--- src/rtl/irq_chain.sv ---
module irq_chain #(
  parameter int N_DEV  = 4,
  parameter int VEC_W  = 8,
  parameter int INFO_W = 4
) (
  input  logic                      clk,
  input  logic                      rst_n,
  input  logic [N_DEV-1:0]          dev_event,
  input  logic [N_DEV-1:0]          dev_en_set,
  input  logic [N_DEV-1:0]          dev_en_clr,
  input  logic [N_DEV*VEC_W-1:0]    dev_vector,
  input  logic [N_DEV*INFO_W-1:0]   dev_info,
  input  logic                      mask_on,
  input  logic                      mask_off,
  input  logic                      cpu_ack,
  input  logic                      cpu_taken,
  output logic                      irq_line,
  output logic                      cpu_irq,
  output logic                      vec_valid,
  output logic [VEC_W+INFO_W-1:0]   data_bus,
  output logic [N_DEV-1:0]          dev_req
);
  localparam int DW = VEC_W + INFO_W;

  logic [N_DEV:0]   ack_c;
  logic [N_DEV-1:0] sel_v;
  logic [DW-1:0]    drive [N_DEV];
  logic             mask_q;

  assign ack_c[0] = cpu_ack;

  for (genvar g = 0; g < N_DEV; g++) begin : g_slot
    logic pend_r, en_r, sel_r, done_r, seen_r;
    logic grab, finish;

    assign dev_req[g]  = pend_r & en_r;
    assign grab        = ack_c[g] & ~seen_r & dev_req[g] & ~sel_r & ~done_r;
    assign finish      = sel_r & cpu_taken;
    assign ack_c[g+1]  = ack_c[g] & ~(sel_r | done_r | grab);
    assign sel_v[g]    = sel_r;
    assign drive[g]    = sel_r ? {dev_info[g*INFO_W +: INFO_W], dev_vector[g*VEC_W +: VEC_W]} : '0;

    always_ff @(posedge clk) begin
      if (!rst_n) begin
        pend_r <= 1'b0;
        en_r   <= 1'b0;
        sel_r  <= 1'b0;
        done_r <= 1'b0;
        seen_r <= 1'b0;
      end else begin
        seen_r <= ack_c[g];
        if (dev_en_clr[g])      en_r <= 1'b0;
        else if (dev_en_set[g]) en_r <= 1'b1;
        if (dev_event[g])       pend_r <= 1'b1;
        else if (finish)        pend_r <= 1'b0;
        if (finish)             sel_r <= 1'b0;
        else if (grab)          sel_r <= 1'b1;
        if (finish)             done_r <= 1'b1;
        else if (!ack_c[g])     done_r <= 1'b0;
      end
    end

    AST_LATE_NO_GRAB: assert property (@(posedge clk) disable iff (!rst_n)
      (ack_c[g] && seen_r && !sel_r) |=> !sel_r);
    AST_TAKEN_CLEARS: assert property (@(posedge clk) disable iff (!rst_n)
      (finish && !dev_event[g]) |=> !dev_req[g]);
    AST_GRAB_NEEDS_REQ: assert property (@(posedge clk) disable iff (!rst_n)
      $rose(sel_r) |-> $past(dev_req[g]));
  end

  always_comb begin
    data_bus = '0;
    for (int i = 0; i < N_DEV; i++) data_bus = data_bus | drive[i];
  end

  always_ff @(posedge clk) begin
    if (!rst_n)        mask_q <= 1'b0;
    else if (mask_off) mask_q <= 1'b0;
    else if (mask_on)  mask_q <= 1'b1;
  end

  assign vec_valid = |sel_v;
  assign irq_line  = |dev_req;
  assign cpu_irq   = irq_line & mask_q;

  AST_ONE_SELECTED: assert property (@(posedge clk) disable iff (!rst_n)
    $onehot0(sel_v));
  AST_VALID_AFTER_ACK: assert property (@(posedge clk) disable iff (!rst_n)
    $rose(vec_valid) |-> $past(cpu_ack));
  AST_RELEASE: assert property (@(posedge clk) disable iff (!rst_n)
    (vec_valid && cpu_taken) |=> !vec_valid);
  AST_MASK_OFF: assert property (@(posedge clk) disable iff (!rst_n)
    mask_off |=> !cpu_irq);
  AST_BUS_QUIET: assert property (@(posedge clk) disable iff (!rst_n)
    !vec_valid |-> (data_bus == '0));
endmodule

--- config.mk ---
export PLATFORM = sky130hd
export DESIGN_NAME = irq_chain
export DESIGN_NICKNAME = d
export VERILOG_FILES = /design/src/rtl/irq_chain.sv
export SDC_FILE = /design/constraint.sdc
export NUM_CORES = 1
export LEC_CHECK = 0
export CORE_MARGIN = 8
export CORE_UTILIZATION = 29
export DETAILED_ROUTE_END_ITERATION = 8
export PLACE_DENSITY = 0.83
export SYNTH_ARGS = -nofsm -noshare
export SYNTH_HDL_FRONTEND = slang
export SYNTH_SLANG_ARGS = --single-unit
--- constraint.sdc ---
create_clock -name clk -period 1.48 [get_ports clk]
set_clock_uncertainty 0.15 [all_clocks]
set_input_delay 0.296 -clock clk [delete_from_list [all_inputs] [get_ports clk]]
set_output_delay 0.296 -clock clk [all_outputs]
set_load 0.05 [all_outputs]
==> tab_implementation.tex <==
\begin{tabular}{lr}
\hline
Metric & Value \\
\hline
\multicolumn{2}{l}{\textbf{Clocking}} \\
Cell at the root of the clock tree & sky130\_fd\_sc\_hd\_\_clkbuf\_4 \\
Clock insertion delay at the later pin of the skew report & 0.33 ns \\
CTS Buf Count & 3 \\
Clock slew at the register clock pins of the worst setup and hold paths & between 0.1 and 0.15 ns \\
Number of buffers on the longest clock path & 2 \\
Clock sink count & 21 \\
Clock tree from TritonCTS & built \\
Number of buffers inserted for hold repair after clock tree synthesis & 0 \\
Number of levels the H-tree was split into & 1 \\
\multicolumn{2}{l}{\textbf{Timing}} \\
Final critical-path required period & just over 2 ns \\
Slew Limit Headroom & 80.6\% \\
Final setup violation count & 23 \\
Final Hold Fails & 0 \\
Least-Margin Pin Slew & just under 0.3 ns \\
Hold Slack & $\sim$0.33 ns \\
Post-route clock period utilization & 140\% \\
Highest achievable clock rate & $\sim$480 MHz \\
Final Max Tran Viols & 0 \\
Final setup TNS & -4.74 ns \\
Unrepaired setup endpoints after global routing & yes \\
Worst setup margin & -0.594 ns \\
\multicolumn{2}{l}{\textbf{GRT}} \\
Wire length of the first global-routing pass & between 7000 and 8000 um \\
Total GRT Usage & between 15 and 20\% \\
Global route total overflow & 0 \\
Vias in the first global route & between 1500 and 2000 \\
Initial antenna violation count & 0 \\
Pin count of the biggest net entering global routing & 16 \\
\multicolumn{2}{l}{\textbf{Setup path}} \\
Kind of end point of the critical path & primary output \\
Data arrival time at the worst-slack endpoint & between 1.5 and 2 ns \\
Crit path launch type & flop \\
Critical path required time & approximately 1.0 ns \\
Largest fanout on the critical path & 2 \\
Path type of the worst setup path & reg2out \\
\multicolumn{2}{l}{\textbf{Routing}} \\
DRT iter0 DRCs & 40 \\
Routed wl met3 & around 520 um \\
Met2 routed wirelength & $\sim$2700 um \\
Vias per inst & around 5.0 \\
Total vias in the final route & about 1500 \\
Uppermost routed layer & met4 \\
Pre-Repair DR Iteration Count & 4 \\
Detailed-route wire length on metal 1 & $\sim$2200 um \\
Detail Route Antenna Nets & 0 \\
Mean routed wirelength per cell & 18.1 um \\
Number of remaining DRC errors & 0 \\
Final wirelength & roughly 5400 um \\
\multicolumn{2}{l}{\textbf{Floorplanning}} \\
Number of primary I/O pins & 85 \\
Site row count & 21 \\
Initial core utilization & between 30\% and 40\% \\
Area of the core & 0.00339 sq mm \\
Die Span X & around 76 um \\
Die Area & between 0.005 and 0.006 sq mm \\
Vertical die dimension & 75.7 um \\
\multicolumn{2}{l}{\textbf{Synthesis}} \\
Post-synthesis cell type count & 24 \\
Syn Inst Count & approximately 140 \\
Area fraction of the dominant cell type after synthesis & between 40\% and 50\% \\
Yosys top cell by area & sky130\_fd\_sc\_hd\_\_dfxtp\_1 \\
Number of enable flip-flop cells after synthesis & 0 \\
Number of storage elements in the synthesis netlist & 21 \\
Fraction of registers with async set/reset & 0\% \\
Register area share after synthesis & about 40\% \\
Top area cells in the synthesized netlist & sky130\_fd\_sc\_hd\_\_dfxtp\_1 (41\%), sky130\_fd\_sc\_hd\_\_a22oi\_1 (17\%), sky130\_fd\_sc\_hd\_\_nand2\_1 (8.7\%) \\
Area of the mapped netlist & around 0.0010 sq mm \\
Top\_reg\_cell synth & sky130\_fd\_sc\_hd\_\_dfxtp\_1 \\
Ranking of synthesized cells by instance count & sky130\_fd\_sc\_hd\_\_a22oi\_1 (24), sky130\_fd\_sc\_hd\_\_nand2\_1 (24), sky130\_fd\_sc\_hd\_\_dfxtp\_1 (21) \\
Synthesized area per cell & 7.55 sq um \\
Number of warnings reported in the yosys synthesis log & 0 \\
Synth Net Count & $\sim$200 \\
\multicolumn{2}{l}{\textbf{Min path}} \\
Type of the worst min-delay path & in2reg \\
\multicolumn{2}{l}{\textbf{Place}} \\
Placed cell area & 0.00227 sq mm \\
Final Wtd Congestion & around 0.75 \\
Instance count after placement with tap cells included & between 200 and 300 \\
Number of input and output port buffers inserted & 84 \\
HPWL after DPL & roughly 3500 um \\
Worst slack, placed & -0.456 ns \\
\multicolumn{2}{l}{\textbf{Final layout}} \\
Antenna Cells & 0 \\
Share of final-layout standard cells stronger than drive strength 1 & a little over half \\
Area growth, synth to finish & 162\% \\
Final non-filler cell area & $\sim$0.0027 sq mm \\
Number of fill cells in the layout & $\sim$200 \\
Final instance count without filler cells & roughly 300 \\
Layout Nets & between 300 and 400 \\
Final core occ & around four fifths \\
\multicolumn{2}{l}{\textbf{Power}} \\
Static leakage & approximately 1.1 nW \\
Sw frac & 28.1\% \\
Final Total Pwr & $\sim$1.3 mW \\
Total internal power & a little under 1 mW \\
Switching power of the nets & $\sim$0.38 mW \\
Comb pwr share & about a third \\
Maximum VDD drop & around 0.00046 V \\
Fraction of power consumed by the clock network & 21.7\% \\
Power per Cell Area & 498 mW/mm\^{}2 \\
Part of the total power dissipated in sequential elements & between 40\% and 50\% \\
\multicolumn{2}{l}{\textbf{Job}} \\
Number of max-capacitance violations reported & 0 \\
\multicolumn{2}{l}{\textbf{Run status}} \\
Failing checks & negative setup slack \\
Outcome & finished with violations \\
\hline
\end{tabular}
==> metal layers <==
metal / vias to the layer above / global-route usage [%]
li1: 722 / -
met1: 681 / 18.4
met5: - / 0
met2: 77 / 29.8
met3: 7 / 4.08
met4: 0 / 5.12
==> power groups by stage <==
stage                     clock, mW  combinational [mW]  sequential, mW
after global routing          0.318               0.484           0.601
after CTS                     0.292               0.431           0.597
after detailed placement          0               0.392           0.612
after floorplan                   0               0.120           0.608
after global placement            0               0.387           0.611
final                         0.292               0.460           0.598
==> worst max-delay path, stage by stage (launching register included) <==
cell and delay, ns:
sky130_fd_sc_hd__dfxtp_2 0.34, sky130_fd_sc_hd__and2_4 0.15, sky130_fd_sc_hd__or4_4 0.51, sky130_fd_sc_hd__and2_4 0.16, sky130_fd_sc_hd__buf_8 0.14
==> registers in the layout (all words and copies together) (netlist names) <==
| register | count |
|---|---|
| g_slot.done_r | 4 |
| g_slot.en_r | 4 |
| g_slot.pend_r | 4 |
| g_slot.seen_r | 4 |
| g_slot.sel_r | 4 |
| mask_q | 1 |
==> kinds of logic after synthesis <==
| kind of cell | after synthesis | synth area share, % |
|---|---|---|
| AO/OA/AOI/OAI | 37 | 24.5 |
| buffers and inverters | 13 | 4.72 |
| flip-flops | 21 | 40.6 |
| AND/OR/NAND/NOR | 66 | 30.1 |
==> cell type report <==
class	count	area [sq um]	share of cell area, %
inverters	3	11.3	0.415
flip-flops and latches	21	445	16.4
repair buffers	121	1360	50.1
well taps	46	57.6	2.12
clock inverters	1	5.00	0.185
multi-input cells	103	811	29.9
clock buffers	3	22.5	0.831
==> layout by cell type, fill, tap and decap left out, drive strengths merged, types with 3 or more instances in the layout <==
master and n:
nor2 16, buf 56, clkdlybuf4s50 65, nor3 6
clkbuf 3, nand3 5, nand2 24, and2 4
a21oi 8, a22oi 24, dfxtp 21
==> final timing paths <==
check                    from               end  slack, ns  depth (start not counted)
min             dev_en_clr[1]    g_slot[1].en_r       0.33                          2
min reg2reg  g_slot[3].done_r  g_slot[3].done_r       0.34                          2
max reg2reg   g_slot[0].sel_r   g_slot[1].sel_r      -0.19                          5
max            g_slot[2].en_r           cpu_irq      -0.59                          4
==> what timing repair did <==
item	4_1_cts	5_1_grt
endpoints found under the setup margin	25	28
resized for setup	54	33
cloned	0	0
pin swaps	18	27
buffers inserted	14	10
Power figures use the tool's default switching activity.
